<file path="config.mk">
export PLATFORM = sky130hd
export DESIGN_NAME = host_bus_state_ctrl
export DESIGN_NICKNAME = d
export VERILOG_FILES = /design/src/rtl/hbs_pkg.sv /design/src/rtl/hbs_rst_sync.sv /design/src/rtl/hbs_dwell_timer.sv /design/src/rtl/hbs_next_state.sv /design/src/rtl/hbs_bus_outputs.sv /design/src/rtl/host_bus_state_ctrl.sv
export SDC_FILE = /design/constraint.sdc
export NUM_CORES = 1
export LEC_CHECK = 0
export CORE_AREA = 10 10 47 49
export DETAILED_ROUTE_END_ITERATION = 8
export DIE_AREA = 0 0 57 59
export DONT_BUFFER_PORTS = 1
export PLACE_DENSITY = 0.68
export SYNTH_ARGS = -nofsm -noshare
export SYNTH_HDL_FRONTEND = slang
export SYNTH_SLANG_ARGS = --single-unit
export TNS_END_PERCENT = 5
</file>
<file path="constraint.sdc">
create_clock -name clk -period 1.05 [get_ports clk]
set_clock_uncertainty 0.1 [all_clocks]
set_input_delay 0.21 -clock clk [delete_from_list [all_inputs] [get_ports clk]]
set_output_delay 0.21 -clock clk [all_outputs]
set_load 0.02 [all_outputs]
</file>
<file path="src/rtl/hbs_pkg.sv">
package hbs_pkg;

  typedef enum logic [1:0] {
    HBS_RESET   = 2'd0,
    HBS_RESUME  = 2'd1,
    HBS_OPER    = 2'd2,
    HBS_SUSPEND = 2'd3
  } hbs_state_e;

endpackage

</file>
<file path="src/rtl/hbs_rst_sync.sv">
module hbs_rst_sync #(
  parameter int STAGES = 2
) (
  input  logic clk,
  input  logic rst_n,
  output logic rst_sn
);
  logic [STAGES-1:0] sync_q;

  always_ff @(posedge clk or negedge rst_n) begin
    if (!rst_n) sync_q <= '0;
    else        sync_q <= {sync_q[STAGES-2:0], 1'b1};
  end

  assign rst_sn = sync_q[STAGES-1];
endmodule

</file>
<file path="src/rtl/hbs_dwell_timer.sv">
module hbs_dwell_timer #(
  parameter int RESUME_GUARD_MS = 5,
  parameter int OPER_WINDOW_MS  = 1
) (
  input  logic clk,
  input  logic rst_sn,
  input  logic enter_susp,
  input  logic enter_soft,
  input  logic in_susp,
  input  logic ms_tick,
  output logic resume_ok,
  output logic oper_ok
);
  localparam int SAT = (RESUME_GUARD_MS > OPER_WINDOW_MS) ? RESUME_GUARD_MS : OPER_WINDOW_MS;
  localparam int CW  = $clog2(SAT + 1);
  localparam logic [CW-1:0] SAT_V   = CW'(SAT);
  localparam logic [CW-1:0] GUARD_V = CW'(RESUME_GUARD_MS);
  localparam logic [CW-1:0] WIN_V   = CW'(OPER_WINDOW_MS);

  logic [CW-1:0] cnt_q, cnt_d;
  logic          soft_win_q, soft_win_d;
  logic          cnt_en;

  always_comb begin
    cnt_en     = enter_susp || (in_susp && ms_tick && (cnt_q != SAT_V));
    cnt_d      = enter_susp ? '0 : cnt_q + 1'b1;
    soft_win_d = enter_susp ? enter_soft : soft_win_q;
  end

  always_ff @(posedge clk or negedge rst_sn) begin
    if (!rst_sn) begin
      cnt_q      <= '0;
      soft_win_q <= 1'b0;
    end else begin
      if (cnt_en) cnt_q <= cnt_d;
      soft_win_q <= soft_win_d;
    end
  end

  assign resume_ok = (cnt_q >= GUARD_V);
  assign oper_ok   = soft_win_q && (cnt_q < WIN_V);

  // a fresh suspend entry always closes the resume guard
  p_guard_closed_r8: assert property (@(posedge clk) disable iff (!rst_sn)
    enter_susp |=> !resume_ok);

  // the operational window opens only on a software-reset entry
  p_window_soft_only_r9: assert property (@(posedge clk) disable iff (!rst_sn)
    (enter_susp && !enter_soft) |=> !oper_ok);
endmodule

</file>
<file path="src/rtl/hbs_next_state.sv">
module hbs_next_state
  import hbs_pkg::*;
(
  input  hbs_state_e state_q,
  input  logic       soft_rst,
  input  logic       req_valid,
  input  logic [1:0] req_state,
  input  logic       remote_wake,
  input  logic       local_wake,
  input  logic       resume_ok,
  input  logic       oper_ok,
  output hbs_state_e state_d,
  output logic       enter_susp,
  output logic       enter_soft,
  output logic       illegal
);
  hbs_state_e target;
  logic       legal;
  logic       req_reset;
  logic       in_susp;

  always_comb begin
    target    = hbs_state_e'(req_state);
    req_reset = req_valid && (target == HBS_RESET);
    in_susp   = (state_q == HBS_SUSPEND);

    unique case (state_q)
      HBS_RESET:   legal = (target == HBS_RESET) || (target == HBS_OPER);
      HBS_OPER:    legal = (target != HBS_RESUME);
      HBS_SUSPEND: legal = (target == HBS_RESET) || (target == HBS_SUSPEND) ||
                           ((target == HBS_RESUME) && resume_ok) ||
                           ((target == HBS_OPER) && oper_ok);
      default:     legal = (target != HBS_SUSPEND);
    endcase

    state_d = state_q;
    illegal = 1'b0;
    if (soft_rst) begin
      state_d = HBS_SUSPEND;
    end else if (req_reset) begin
      state_d = HBS_RESET;
    end else if (in_susp && remote_wake) begin
      state_d = HBS_RESUME;
    end else if (req_valid) begin
      if (legal) state_d = target;
      else       illegal = 1'b1;
    end else if (in_susp && local_wake && resume_ok) begin
      state_d = HBS_RESUME;
    end

    enter_soft = soft_rst;
    enter_susp = soft_rst || (!in_susp && (state_d == HBS_SUSPEND));
  end
endmodule

</file>
<file path="src/rtl/hbs_bus_outputs.sv">
module hbs_bus_outputs
  import hbs_pkg::*;
(
  input  hbs_state_e state_q,
  output logic [1:0] state_code,
  output logic       list_en,
  output logic       sof_en,
  output logic       drive_reset,
  output logic       drive_resume
);
  always_comb begin
    state_code   = state_q;
    list_en      = (state_q == HBS_OPER);
    sof_en       = (state_q == HBS_OPER);
    drive_reset  = (state_q == HBS_RESET);
    drive_resume = (state_q == HBS_RESUME);
  end
endmodule

</file>
<file path="src/rtl/host_bus_state_ctrl.sv">
module host_bus_state_ctrl
  import hbs_pkg::*;
#(
  parameter int RESUME_GUARD_MS = 5,
  parameter int OPER_WINDOW_MS  = 1,
  parameter int SYNC_STAGES     = 2
) (
  input  logic       clk,
  input  logic       rst_n,
  input  logic       soft_rst,
  input  logic       req_valid,
  input  logic [1:0] req_state,
  input  logic       remote_wake,
  input  logic       local_wake,
  input  logic       ms_tick,
  output logic [1:0] state_code,
  output logic       list_en,
  output logic       sof_en,
  output logic       drive_reset,
  output logic       drive_resume,
  output logic       req_error
);
  logic       rst_sn;
  hbs_state_e state_q, state_d;
  logic       err_q;
  logic       enter_susp, enter_soft, illegal;
  logic       resume_ok, oper_ok;

  hbs_rst_sync #(.STAGES(SYNC_STAGES)) u_rst_sync (
    .clk(clk), .rst_n(rst_n), .rst_sn(rst_sn)
  );

  hbs_dwell_timer #(
    .RESUME_GUARD_MS(RESUME_GUARD_MS),
    .OPER_WINDOW_MS (OPER_WINDOW_MS)
  ) u_timer (
    .clk(clk), .rst_sn(rst_sn),
    .enter_susp(enter_susp), .enter_soft(enter_soft),
    .in_susp(state_q == HBS_SUSPEND), .ms_tick(ms_tick),
    .resume_ok(resume_ok), .oper_ok(oper_ok)
  );

  hbs_next_state u_next (
    .state_q(state_q), .soft_rst(soft_rst),
    .req_valid(req_valid), .req_state(req_state),
    .remote_wake(remote_wake), .local_wake(local_wake),
    .resume_ok(resume_ok), .oper_ok(oper_ok),
    .state_d(state_d), .enter_susp(enter_susp),
    .enter_soft(enter_soft), .illegal(illegal)
  );

  always_ff @(posedge clk or negedge rst_sn) begin
    if (!rst_sn) begin
      state_q <= HBS_RESET;
      err_q   <= 1'b0;
    end else begin
      state_q <= state_d;
      if (illegal) err_q <= 1'b1;
    end
  end

  hbs_bus_outputs u_out (
    .state_q(state_q), .state_code(state_code),
    .list_en(list_en), .sof_en(sof_en),
    .drive_reset(drive_reset), .drive_resume(drive_resume)
  );

  assign req_error = err_q;


  p_reset_any_r4: assert property (@(posedge clk) disable iff (!rst_sn)
    (!soft_rst && req_valid && req_state == 2'd0) |=> state_q == HBS_RESET);


  p_resume_entry_r6: assert property (@(posedge clk) disable iff (!rst_sn)
    (state_q == HBS_RESUME && $past(state_q) != HBS_RESUME) |-> $past(state_q) == HBS_SUSPEND);


  p_remote_wake_r7: assert property (@(posedge clk) disable iff (!rst_sn)
    (state_q == HBS_SUSPEND && remote_wake && !soft_rst && !(req_valid && req_state == 2'd0))
      |=> state_q == HBS_RESUME);


  p_soft_first_r12: assert property (@(posedge clk) disable iff (!rst_sn)
    soft_rst |=> state_q == HBS_SUSPEND);


  p_reject_holds_r10: assert property (@(posedge clk) disable iff (!rst_sn)
    illegal |=> $stable(state_q) && err_q);


  p_err_sticky_r10: assert property (@(posedge clk) disable iff (!rst_sn)
    err_q |=> err_q);
endmodule

</file>
==> impl_metrics.toml <==
[status]
outcome = "finished with violations"
violations = "setup timing"

[clock_network]
cts_tree = "done"
worstSkewPairLatency_ns = 0.25
htree_levels = 1
clkSinkCount = 9
cts_made_buffers = 3
cts_setup_buffers = 0
clock_path_buffers = 2
clkSlewWorstSetupHoldPaths_ns = 0.05
cts_root_buffer = "clkbuf_4"

[floorplanning]
dieArea_um2 = 3360
ios = 16
start_util_pct = 47.7
num_rows = 14
core_area_um2 = 1400
die_w_um = 57
die_y_um = 59

[timing]
rsz0062_at_grt = "yes"
finalCritPeriodShare_pct = 207
finalSetupViolCount = 13
timing.hold.ws_ns = 0.00999
finalMaxSlewViolations = 0
fin_ws_ns = -1.13
hold_violations = 0
period_needed_ns = 2.18
fmax_mhz = 459
finalSetupTns_ns = -8.66

[setup_path]
path_max_fanout = 6
start_kind = "flip-flop"
rr_endpoint = "u_timer.cnt_q[0]$_DFFE_PN0P_"
endpoint_kind = "flip-flop"
worst_path_largest_cell_delay_ns = 0.43
crit_family = "simple AND/OR/NAND/NOR gates"
path_cells = "ha_4 > nand4b_1 > or3_4 > a31oi_4 > nand4_1 > a221oi_4 > nor3_1"
critPathKind = "reg2reg"
crit_buf_inv = 0
crit_required_ns = 1.07
timing.critical_path.slowest_stage_cell = "dfrtp_2"
crit_arrival_ns = 2.20
reg2reg_slack_ns = -1.13
rr_startpoint = "state_q[1]$_DFF_PN0_"
reg2reg_depth = 7

[logic_synthesis]
synthAdderAreaFrac_pct = 16.9
ys_warn_count = 0
yosys.area_share.simple_pct = 17.6
yosysSeqAreaShare_pct = 33.7
muxShareOfSynthArea_pct = 0
syn-num-nets = 82
ys_types = 32
syn_area_um2 = 668
synth_cells = 64
synth_compound_area_share_pct = 22.3
synth_xor_area_share_pct = 3.93
synth-seq-cells = 9
synth_top_family_by_area = "compound AO/OA/AOI/OAI gates"
syn_avg_cell_area_um2 = 10.4

[route]
drt-initial-drc-count = 10
wl_mm = 1.56
drt-vias-per-instance = 5.25
dr_total_vias = 535
wl_per_cell_um = 15.3
ant_nets = 0
drc = 0
first_pass_iters = 2

[worst_hold_path]
min_path_type = "reg2async"

[pwr]
power_mw = 1.16
power.density_nw_per_um2 = 1250
vdd_drop_max_mv = 0.846
p_leak_nw = 0.434

[finish]
antennaDiodeCount = 0
layout-drive-gt1-share_pct = 43.0
syn_to_final_growth_pct = 39.0
nets = 105
final_cell_mix = "buf_4, dfrtp_1, inv_1"
n_fill_cell = 109
layout_commonest_cell = "buf_4"

[global_routing]
grt_max_degree = 8
antenna_found_initial = 0
grt_pass1_wl_mm = 2.66
grt_pass1_vias = 589
overflow = 0
grt_use_total_pct = 9.83

[placement]
pre_cts_ws_ns = -1.12
port_buffers = 0
dp_hpwl_mm = 1.35
globalplace.congestion = 0.810

[run]
drv_cap = 0
cell usage after synthesis:
master     count  share of area, %
dfrtp_1        9                34
ha_1           9                17
inv_1          7               3.9
nand2_1        4               2.2
a21oi_1        3               2.2
and3_1         2               1.9
nand3b_1       2               2.2
nor2_1         2               1.1
nor3_1         2               1.5
xor2_1         2               2.6
a2111oi_2      1               2.2
a211o_2        1               1.5
a21o_2         1               1.3
a221oi_2       1               2.2
a31oi_4        1               3.2
buf_4          1               1.1
conb_1         1              0.56
nand2_2        1              0.94
nand4_1        1              0.94
nand4b_1       1               1.3
nor2b_1        1              0.94
nor2b_2        1               1.3
nor3_2         1               1.5
o211ai_1       1               1.1
o21a_1         1               1.1
o21bai_1       1               1.1
o221ai_2       1               2.2
o22a_1         1               1.3
o311a_1        1               1.5
o31ai_1        1               1.1
or3_4          1               1.7
xnor2_1        1               1.3
layout make-up:
cell class	count	area (um2)	share of cell area, %
Tap cell	16	20.0	2.16
Timing Repair Buffer	19	151	16.3
Inverter	7	26.3	2.83
Clock buffer	4	26.3	2.83
Multi-Input combinational cell	47	477	51.3
Sequential cell	9	228	24.5
registers in the layout, summed over array words and instances (netlist names):
name and flops:
req_error 1, u_timer.soft_win_q 1, u_timer.cnt_q 3, state_q 2
u_rst_sync.sync_q 2
layer usage:
layer	part of all wire [%]	vias to the layer above	GRT usage, %
met5	0	-	0
met4	0	0	4.03
li1	-	272	-
met2	57	8	19.5
met1	39	255	9.55
met3	3.8	0	1.93
stage by stage:
step	cell area, um2	instances	util [%]
6_report	928	102	66.3
5_1_grt	928	102	66.3
4_1_cts	928	102	66.3
3_5_place_dp	860	96	61.3
3_3_place_gp	860	96	61.3
2_1_floorplan	719	64	-
kinds of logic (layout without fill, tap and decap cells):
family | Yosys count | count (layout)
AND/OR/NAND/NOR | 19 | 19
XOR/XNOR | 3 | 3
other | 1 | 1
adder cells (fa/ha/maj) | 9 | 9
AO/OA/AOI/OAI | 15 | 15
flip-flops | 9 | 9
buffers and inverters | 8 | 30
how the worst max path moves through the flow:
| stage | cells after the start | endpoint | slack, ns | start |
|---|---|---|---|---|
| finish | 7 | u_timer.cnt_q[0]$_DFFE_PN0P_ | -1.13 | state_q[1]$_DFF_PN0_ |
| detailed placement | 7 | u_timer.cnt_q[0]$_DFFE_PN0P_ | -1.12 | state_q[1]$_DFF_PN0_ |
| floorplan | 7 | u_timer.cnt_q[1]$_DFFE_PN0P_ | -1.06 | state_q[0]$_DFF_PN0_ |
| global placement | 7 | u_timer.soft_win_q$_DFFE_PN0P_ | -1.09 | state_q[0]$_DFF_PN0_ |
| global route | 7 | u_timer.soft_win_q$_DFFE_PN0P_ | -1.27 | state_q[1]$_DFF_PN0_ |
| CTS | 7 | u_timer.cnt_q[0]$_DFFE_PN0P_ | -1.14 | state_q[1]$_DFF_PN0_ |
power by group:
group / switching [mW] / internal (mW) / leakage [nW]
registers: 0.0321 / 0.377 / 0.101
clock network: 0.101 / 0.145 / 0.0150
logic: 0.248 / 0.256 / 0.318
total: 0.382 / 0.778 / 0.434
repair_timing:
| item | 4_1_cts | 5_1_grt |
|---|---|---|
| pin swaps | 3 | 1 |
| hold buffers | 2 | 0 |
| resized for setup | 4 | 0 |
| endpoints found under the hold margin | 9 | 0 |
| setup endpoints to repair | 13 | 13 |
Power figures use the tool's default switching activity.
